==> config.mk <==
export PLATFORM = sky130hd
export DESIGN_NAME = updown_pwm
export DESIGN_NICKNAME = d
export VERILOG_FILES = /design/src/rtl/updown_pwm_pkg.sv /design/src/rtl/updown_pwm_prescale.sv /design/src/rtl/updown_pwm_counter.sv /design/src/rtl/updown_pwm_aq.sv /design/src/rtl/updown_pwm_evtrig.sv /design/src/rtl/updown_pwm.sv
export SDC_FILE = /design/constraint.sdc
export NUM_CORES = 1
export LEC_CHECK = 0
export BUFFER_PORTS_ARGS = -buffer_cell sky130_fd_sc_hd__buf_2
export CORE_UTILIZATION = 50
export CTS_BUF_LIST = sky130_fd_sc_hd__clkbuf_8
export CTS_CLUSTER_SIZE = 25
export DETAILED_ROUTE_END_ITERATION = 12
export PLACE_DENSITY = 0.75
export SLEW_MARGIN = 30
export SYNTH_ARGS = -nofsm -noshare
export SYNTH_HDL_FRONTEND = slang
export SYNTH_SLANG_ARGS = --single-unit
==> constraint.sdc <==
create_clock -name clk -period 5.1 [get_ports clk]
set_input_delay 1.02 -clock clk [delete_from_list [all_inputs] [get_ports clk]]
set_output_delay 1.02 -clock clk [all_outputs]
set_load 0.005 [all_outputs]
==> src/rtl/updown_pwm_pkg.sv <==
package updown_pwm_pkg;
  typedef enum logic [1:0] {
    AQ_NONE = 2'b00,
    AQ_CLR  = 2'b01,
    AQ_SET  = 2'b10,
    AQ_TGL  = 2'b11
  } aq_code_t;

  // bit 0 is the highest-priority event
  typedef struct packed {
    logic cb_dn;
    logic cb_up;
    logic ca_dn;
    logic ca_up;
    logic prd;
    logic zero;
  } tb_evt_t;

  localparam int NUM_EVT = 6;
  localparam int TBL_W   = 2 * NUM_EVT;

  localparam int A_PRD    = 0;
  localparam int A_CNT    = 1;
  localparam int A_PHS    = 2;
  localparam int A_CTRL   = 3;
  localparam int A_CMPA   = 4;
  localparam int A_CMPB   = 5;
  localparam int A_CMPCTL = 6;
  localparam int A_AQA    = 7;
  localparam int A_AQB    = 8;
  localparam int A_ETSEL  = 9;
  localparam int A_INTCLR = 10;
endpackage

==> src/rtl/updown_pwm_prescale.sv <==
module updown_pwm_prescale #(
  parameter int HS_W = 3,
  parameter int CK_W = 3
) (
  input  logic            clk,
  input  logic            rst,
  input  logic            run,
  input  logic            clk_en,
  input  logic [HS_W-1:0] hs,
  input  logic [CK_W-1:0] ck,
  output logic            tick
);
  localparam int DIV_W = HS_W + (1 << CK_W);

  logic [DIV_W-1:0] div;
  logic [DIV_W-1:0] pre_cnt;
  logic             at_end;

  always_comb begin
    div    = DIV_W'({1'b0, hs} + 1'b1) << ck;
    at_end = (pre_cnt == div - 1'b1);
    tick   = run && clk_en && at_end;
  end

  always_ff @(posedge clk) begin
    if (rst || !run) begin
      pre_cnt <= '0;
    end else if (clk_en) begin
      pre_cnt <= at_end ? '0 : pre_cnt + 1'b1;
    end
  end
endmodule

==> src/rtl/updown_pwm_counter.sv <==
module updown_pwm_counter #(
  parameter int CNT_W = 16
) (
  input  logic             clk,
  input  logic             rst,
  input  logic             tick,
  input  logic             load,
  input  logic [CNT_W-1:0] load_val,
  input  logic [CNT_W-1:0] period,
  output logic [CNT_W-1:0] cnt,
  output logic             dir_up
);
  always_ff @(posedge clk) begin
    if (rst) begin
      cnt    <= '0;
      dir_up <= 1'b1;
    end else if (load) begin
      cnt <= load_val;
      if (load_val == '0) dir_up <= 1'b1;
    end else if (tick) begin
      if (dir_up) begin
        if (cnt >= period) begin
          if (cnt != '0) begin
            dir_up <= 1'b0;
            cnt    <= cnt - 1'b1;
          end
        end else begin
          cnt <= cnt + 1'b1;
        end
      end else begin
        if (cnt == '0) begin
          dir_up <= 1'b1;
          if (period != '0) cnt <= {{(CNT_W-1){1'b0}}, 1'b1};
        end else begin
          cnt <= cnt - 1'b1;
        end
      end
    end
  end
endmodule

==> src/rtl/updown_pwm_aq.sv <==
module updown_pwm_aq
  import updown_pwm_pkg::*;
(
  input  logic             clk,
  input  logic             rst,
  input  logic             tick,
  input  tb_evt_t          evt,
  input  logic [TBL_W-1:0] tbl,
  output logic             q
);
  logic [NUM_EVT-1:0] ev_vec;
  aq_code_t           code;

  always_comb begin
    ev_vec = evt;
    code   = AQ_NONE;
    for (int i = NUM_EVT - 1; i >= 0; i--) begin
      if (ev_vec[i] && tbl[2*i +: 2] != 2'b00) code = aq_code_t'(tbl[2*i +: 2]);
    end
  end

  always_ff @(posedge clk) begin
    if (rst) begin
      q <= 1'b0;
    end else if (tick) begin
      case (code)
        AQ_CLR:  q <= 1'b0;
        AQ_SET:  q <= 1'b1;
        AQ_TGL:  q <= ~q;
        default: q <= q;
      endcase
    end
  end
endmodule

==> src/rtl/updown_pwm_evtrig.sv <==
module updown_pwm_evtrig
  import updown_pwm_pkg::*;
#(
  parameter int EVN_W = 3
) (
  input  logic             clk,
  input  logic             rst,
  input  logic             tick,
  input  tb_evt_t          evt,
  input  logic             en,
  input  logic [1:0]       src_sel,
  input  logic [EVN_W-1:0] n_evt,
  input  logic             clr,
  output logic             flag
);
  logic [EVN_W-1:0] ecnt;
  logic [EVN_W-1:0] ecnt_nxt;
  logic             src;
  logic             hit;
  logic             fire;

  always_comb begin
    case (src_sel)
      2'b00:   src = evt.zero;
      2'b01:   src = evt.prd;
      2'b10:   src = evt.zero | evt.prd;
      default: src = evt.ca_up;
    endcase
    hit      = tick && en && (n_evt != '0) && src;
    ecnt_nxt = ecnt + 1'b1;
    fire     = hit && (ecnt_nxt == n_evt);
  end

  always_ff @(posedge clk) begin
    if (rst) begin
      ecnt <= '0;
      flag <= 1'b0;
    end else begin
      if (hit) ecnt <= fire ? '0 : ecnt_nxt;
      if (fire)     flag <= 1'b1;
      else if (clr) flag <= 1'b0;
    end
  end
endmodule

==> src/rtl/updown_pwm.sv <==
module updown_pwm
  import updown_pwm_pkg::*;
#(
  parameter int CNT_W  = 16,
  parameter int HS_W   = 3,
  parameter int CK_W   = 3,
  parameter int EVN_W  = 3,
  parameter int ADDR_W = 4
) (
  input  logic              clk,
  input  logic              rst,
  input  logic              clk_en,
  input  logic              wr_en,
  input  logic [ADDR_W-1:0] wr_addr,
  input  logic [CNT_W-1:0]  wr_data,
  output logic [CNT_W-1:0]  cnt_out,
  output logic              dir_up,
  output logic              pwm_a,
  output logic              pwm_b,
  output logic              irq
);
  localparam int HS_LO = 1;
  localparam int CK_LO = HS_LO + HS_W;
  localparam int N_LO  = 3;
  localparam logic PHASE_LOAD_EN = 1'b0;

  logic [CNT_W-1:0] prd_q, phs_q;
  logic             run_q;
  logic [HS_W-1:0]  hs_q;
  logic [CK_W-1:0]  ck_q;
  logic [1:0]       shmode_q;
  logic [CNT_W-1:0] sh_q  [2];
  logic [CNT_W-1:0] act_q [2];
  logic [TBL_W-1:0] tbl_q [2];
  logic             pwm_q [2];
  logic             et_en_q;
  logic [1:0]       et_sel_q;
  logic [EVN_W-1:0] et_n_q;

  logic             tick;
  logic             cnt_wr;
  logic             irq_clr;
  logic             ld;
  logic [CNT_W-1:0] ld_val;
  tb_evt_t          evt;

  function automatic logic is_wr(input logic en, input logic [ADDR_W-1:0] a, input int idx);
    return en && (a == ADDR_W'(idx));
  endfunction

  always_comb begin
    cnt_wr  = is_wr(wr_en, wr_addr, A_CNT);
    irq_clr = is_wr(wr_en, wr_addr, A_INTCLR) && wr_data[0];
    ld      = cnt_wr || PHASE_LOAD_EN;
    ld_val  = cnt_wr ? wr_data : phs_q;
  end

  // configuration registers
  always_ff @(posedge clk) begin
    if (rst) begin
      prd_q    <= '0;
      phs_q    <= '0;
      run_q    <= 1'b0;
      hs_q     <= '0;
      ck_q     <= '0;
      shmode_q <= '0;
      tbl_q[0] <= '0;
      tbl_q[1] <= '0;
      et_en_q  <= 1'b0;
      et_sel_q <= '0;
      et_n_q   <= '0;
    end else if (wr_en) begin
      case (int'(wr_addr))
        A_PRD:    prd_q <= wr_data;
        A_PHS:    phs_q <= wr_data;
        A_CTRL: begin
          run_q <= wr_data[0];
          hs_q  <= wr_data[HS_LO +: HS_W];
          ck_q  <= wr_data[CK_LO +: CK_W];
        end
        A_CMPCTL: shmode_q <= wr_data[1:0];
        A_AQA:    tbl_q[0] <= wr_data[TBL_W-1:0];
        A_AQB:    tbl_q[1] <= wr_data[TBL_W-1:0];
        A_ETSEL: begin
          et_en_q  <= wr_data[0];
          et_sel_q <= wr_data[2:1];
          et_n_q   <= wr_data[N_LO +: EVN_W];
        end
        default: ;
      endcase
    end
  end

  // event decode from current count, direction and active compares
  always_comb begin
    evt.zero  = (cnt_out == '0);
    evt.prd   = (cnt_out == prd_q);
    evt.ca_up = (cnt_out == act_q[0]) &&  dir_up;
    evt.ca_dn = (cnt_out == act_q[0]) && !dir_up;
    evt.cb_up = (cnt_out == act_q[1]) &&  dir_up;
    evt.cb_dn = (cnt_out == act_q[1]) && !dir_up;
  end

  updown_pwm_prescale #(.HS_W(HS_W), .CK_W(CK_W)) u_pre (
    .clk(clk), .rst(rst), .run(run_q), .clk_en(clk_en),
    .hs(hs_q), .ck(ck_q), .tick(tick)
  );

  updown_pwm_counter #(.CNT_W(CNT_W)) u_cnt (
    .clk(clk), .rst(rst), .tick(tick), .load(ld), .load_val(ld_val),
    .period(prd_q), .cnt(cnt_out), .dir_up(dir_up)
  );

  for (genvar ch = 0; ch < 2; ch++) begin : g_ch
    logic cmp_wr;
    assign cmp_wr = is_wr(wr_en, wr_addr, A_CMPA + ch);

    always_ff @(posedge clk) begin
      if (rst) begin
        sh_q[ch]  <= '0;
        act_q[ch] <= '0;
      end else begin
        if (shmode_q[ch] && tick && evt.zero) act_q[ch] <= sh_q[ch];
        if (cmp_wr) begin
          if (shmode_q[ch]) sh_q[ch]  <= wr_data;
          else              act_q[ch] <= wr_data;
        end
      end
    end

    updown_pwm_aq u_aq (
      .clk(clk), .rst(rst), .tick(tick), .evt(evt),
      .tbl(tbl_q[ch]), .q(pwm_q[ch])
    );
  end

  assign pwm_a = pwm_q[0];
  assign pwm_b = pwm_q[1];

  updown_pwm_evtrig #(.EVN_W(EVN_W)) u_et (
    .clk(clk), .rst(rst), .tick(tick), .evt(evt), .en(et_en_q),
    .src_sel(et_sel_q), .n_evt(et_n_q), .clr(irq_clr), .flag(irq)
  );
endmodule

Yosys cells after proc, flatten, opt, wreduce, memory -nomap -nowiden. Memories as Yosys holds them, arrays and structs flattened. Index checks and enable logic that the tools add are counted.

Memories kept: 3. Word-level logic and storage cells: 204. Register bits after elaboration: 81. RAM bits: 88. Output and inout port bits: 20.

Memory list: act_q (words 2, bits a word 16, rd ports 2, clocked after memory_dff 0, write ports 2, RTL line updown_pwm.sv:33) `logic [CNT_W-1:0] act_q [2];`; sh_q (words 2, bits a word 16, rd ports 2, clocked after memory_dff 0, write ports 2, RTL line updown_pwm.sv:32) `logic [CNT_W-1:0] sh_q [2];`; tbl_q (words 2, bits a word 12, rd ports 2, clocked after memory_dff 0, write ports 2, RTL line updown_pwm.sv:34) `logic [TBL_W-1:0] tbl_q [2];`.

Shift-type cells: 1. Mux-type cells: 74. Reduce and logical (&&, ||, !) cells: 66. Add/sub/neg operators: 6. Equal/unequal tests: 26. Bitwise gates (word level): 11. Magnitude comparators: 1.

Operators with widths (number): two-way mux 16 bit (14); == test 16 bit (3); two-way mux 1 bit (41); logical NOT 16 bit (2); nonzero test 16 bit (2); logical AND 1 bit (31); nonzero test 2 bit (14); two-way mux 12 bit (2); two-way mux 2 bit (12); adder 16 x 1 -> 16 bit (second input constant) (1); == test 4 x 3 -> 1 bit (second input constant) (4); greater-or-equal comparator 16 bit (1); AND reduction 2 bit (8); subtractor 16 x 1 -> 16 bit (second input constant) (1); == test 4 bit (second input constant) (3); adder 11 x 1 -> 11 bit (second input constant) (1); == test 11 bit (1); two-way mux 11 bit (1); << shifter 11 x 3 -> 11 bit (1); subtractor 11 x 1 -> 11 bit (second input constant) (1); == test 2 bit (second input constant) (5); OR 1 bit (9); case mux 1 bit (3 select lines) (3); nonzero test 3 bit (3); other kinds (16) (21).

Depth between registers and ports, before layout. An unclocked memory read counts as a cell.

Depth after elaboration: 13. Depth in mapped cells: 13.

Modules after synthesis. A second synthesis with hierarchy kept.

Cells, all modules: 1027. Area total of the unflattened synthesis: 10012.1 µm².

Modules (own cells, without submodules): updown_pwm (seq. area each 3583.4 µm², cells an instance 502, times used 1, area each 5988.2 µm²); updown_pwm_counter (seq. area each 340.3 µm², cells an instance 266, times used 1, area each 2000.7 µm²); updown_pwm_prescale (seq. area each 220.2 µm², cells an instance 171, times used 1, area each 1312.5 µm²); updown_pwm_aq (seq. area each 20.0 µm², cells an instance 28, times used 2, area each 196.4 µm²); updown_pwm_evtrig (seq. area each 80.1 µm², cells an instance 32, times used 1, area each 317.8 µm²).

Worst setup path before layout. OpenSTA, ideal clock, no wires.

Path type: reg-to-reg. Start: register ck_q[0]. End: memory act_q[1][0], enable pin. Setup slack: 0.514 ns. Data required time: 4.689 ns. Arrival time: 4.175 ns. Clock period less this slack: 4.586 ns. Stages on the path, launching flop included: 14. Cells stage by stage: dfxtp_1 buf_6 buf_6 nor3_1 nand2_1 ha_1 xnor2_1 xnor2_1 nor3_1 nand4b_4 or4_1 clkbuf_1 clkbuf_1 o21ai_0.

RTL lines: from (decl) (RTL line updown_pwm.sv:30) `logic [CK_W-1:0] ck_q;`; from (signal assigned) (RTL line updown_pwm.sv:79) `ck_q <= wr_data[CK_LO +: CK_W];`; to (decl) (RTL line updown_pwm.sv:33).

==> flow_summary.yaml <==
outcome:
  status: "finished, final reports clean"
critical_path:
  worst-path-max-fanout: 16
  crit_arrival_ns: 4.34
  crit_type: "flip-flop to flip-flop"
  end_kind: "flip-flop"
  critPathRequiredTime_ns: 5.21
  cp-start-kind: "flip-flop"
sta:
  slew_violations: 0
  period_needed_ns: 4.23
  tns_ns: 0
  hold_viol: 0
  setup_viol: 0
  worstMarginPinSlew_ns: 0.988
  finalCritPeriodShare_pct: 83.0
  skew_ns: 0.0142
  rsz0062_at_grt: "no"
  clock.fmax_ghz: 0.236
  timing.slew.headroom_pct: 33.9
grt:
  grt_usage_pct: 29.8
  use_met3_pct: 5.56
  grt-busiest-layer: "met2"
  met2_usage_pct: 46.4
  overflow: 0
  grt_pass1_wl_mm: 41.9
  met1_usage_pct: 38.5
  grt_pass1_vias: 7619
  grt_antenna_before_repair: 1
  grt_max_degree: 69
cells_and_area:
  final_cell_mix: "nand2_1, edfxtp_1, nor2_1, dfxtp_1, o21ai_0"
  antenna_cells: 0
  fin_nets: 1088
  fin_cells: 1284
  final_common_cell: "nand2_1"
  syn2layout_area_growth_pct: 8.63
  drive_above_1_share_pct: 12.6
  utilization_pct: 55.6
power_and_ir_drop:
  seqPwrFrac_pct: 50.3
  peakVddDrop_mv: 0.179
  clkPwrFrac_pct: 32.4
  power_switching_uw: 865
  pwr-share-comb_pct: 17.2
  swShare_pct: 31.8
  p_int_uw: 1860
  p_leak_uw: 0.00367
  powerDensity_nw_per_um2: 272
min_path:
  hp-class: "flip-flop to flip-flop"
synthesis:
  synth_compound_area_share_pct: 15.6
  synth.yosys.seq_area_share_pct: 42.8
  synth_simple_gate_area_share_pct: 25.5
  synth_fa_ha_area_share_pct: 2.98
  synth_area_um2: 9220
  synth_top_family_by_area: "simple AND/OR/NAND/NOR gates"
  synth_edf_count: 88
  synth_top_area_cell: "edfxtp_1"
  synth.avg_cell_area_um2: 9.00
  synth_xor_xnor_area_share_pct: 5.70
  synthFlopType: "edfxtp_1"
  syn_nets: 1071
  synthArstFlopShare_pct: 0
  synthDistinctLibCells: 81
  synth_area_leaders: "edfxtp_1, dfxtp_1, nand2_1"
  synthCells: 1025
  synth-seq-cells: 153
  synth_top_area_share_pct: 28.7
  synth-warning-count: 0
  muxShareOfSynthArea_pct: 2.39
die:
  start_util_pct: 51.2
  io_pins: 44
  dieArea_um2: 19000
  die_y_um: 138
  dieWidth_um: 138
  rows: 49
  design.core.area_um2: 18000
clocking:
  cts.reportedPaths.clkPinSlew_ns: 0.09
  postCtsSetupBuffers: 0
  ctsResizeCount: 0
  tritoncts: "yes"
  cts.sinks: 153
  htreeDepth: 4
  clock_latency_ns: 0.48
  clockBufferDepth: 2
  cts_root_buf: "clkbuf_8"
  cts_made_buffers: 17
  ctsHoldBuffers: 0
detailed_routing:
  dr.pass1.iters: 6
  post_drt_via_cell_ratio: 6.22
  vias: 7991
  drt_iter0_drc: 701
  wl_per_cell_um: 20.9
  drc: 0
  ant_nets: 0
  postRouteWirelength_mm: 26.8
placement:
  post-dp-hpwl_mm: 18.3
  place_congestion: 0.972
  io_buffers: 43
  dp_cells: 1252
run:
  maxCapViolCount: 0
## path summary, 6_finish.rpt
kind                           end  cells after the start             startpoint  slack (ns)
min reg2reg  prd_q[6]$_SDFFE_PP0P_                      2  prd_q[6]$_SDFFE_PP0P_        0.48
max reg2reg  act_q[0][5]$_DFFE_PP_                     11   hs_q[0]$_SDFFE_PP0P_        0.87
min          prd_q[6]$_SDFFE_PP0P_                      2  prd_q[6]$_SDFFE_PP0P_        0.48
max          act_q[0][5]$_DFFE_PP_                     11   hs_q[0]$_SDFFE_PP0P_        0.87
## cell usage after synthesis (all sizes together), types with 6 or more instances
cell,instances
buf,18
nor4,26
edfxtp,88
ha,22
nor3,29
nand4,22
mux2i,22
or3,15
and3,12
o21ai,50
a311oi,13
nor2,69
a31oi,11
a211oi,11
a2111oi,7
and2,48
nand3b,6
dfxtp,65
o31ai,14
a21oi,37
o2111ai,7
clkbuf,57
nor2b,13
inv,35
xor2,29
or2,6
o31a,6
nand2b,13
or4,6
nand3,44
nand2,127
xnor2,31
## layer usage
metal | vias up | share of wire, %
met5 | - | 0
met1 | 3748 | 41
met4 | 0 | 5.6
met3 | 103 | 7.6
met2 | 376 | 46
li1 | 3764 | -
## registers in the layout, indices dropped and copies added (netlist names)
signal and cells:
g_ch.u_aq.q 2, u_pre.pre_cnt 11, et_en_q 1, u_et.flag 1, tbl_q 24, et_n_q 3, u_cnt.cnt 16, u_et.ecnt 3
prd_q 16, shmode_q 2, act_q 32, u_cnt.dir_up 1, ck_q 3, sh_q 32, run_q 1, hs_q 3
et_sel_q 2
## worst max-delay path, cell delays in order (launching register included)
cell	delay [ns]
dfxtp_1	0.60
ha_1	0.36
xor2_1	0.15
o211a_4	0.28
o31ai_1	0.49
xor2_1	0.16
xnor2_1	0.31
nand4b_4	0.17
or2_0	0.42
nor3_1	0.24
buf_4	0.17
a211o_1	0.50
## power by group through the flow
stage / clock (µW) / sequential (µW) / combinational, µW
floorplan: 0 / 1390 / 322
global placement: 0 / 1400 / 448
detailed placement: 0 / 1400 / 452
CTS: 893 / 1370 / 455
global route: 955 / 1380 / 505
finish: 883 / 1370 / 469
## cell type report
cell class	count	area (µm²)
clock buffer	17	234
fill	1636	8010
clock inverter	15	135
multi-input combinational	761	4840
tap	229	287
timing repair buffer	73	440
inverter	36	135
sequential	153	3940
## cell families after synthesis
kind of cell,Yosys count
AOI/OAI and AO/OA,206
xor gates and xnor gates,60
adders and majority gates,22
buffers and inverters,111
DFF,153
muxes,22
and+or+nand+nor,451
## stage by stage
step	hold WS [ns]	total power [µW]	setup slack [ns]	instance area (µm²)
floorplan	0.449	1710	0.514	9220
global placement	0.458	1840	0.972	9640
detailed placement	0.463	1850	0.932	9640
CTS	0.477	2720	0.896	10000
global route	0.494	2840	0.513	10000
finish	0.476	2720	0.867	10000
Power figures use the tool's default switching activity.
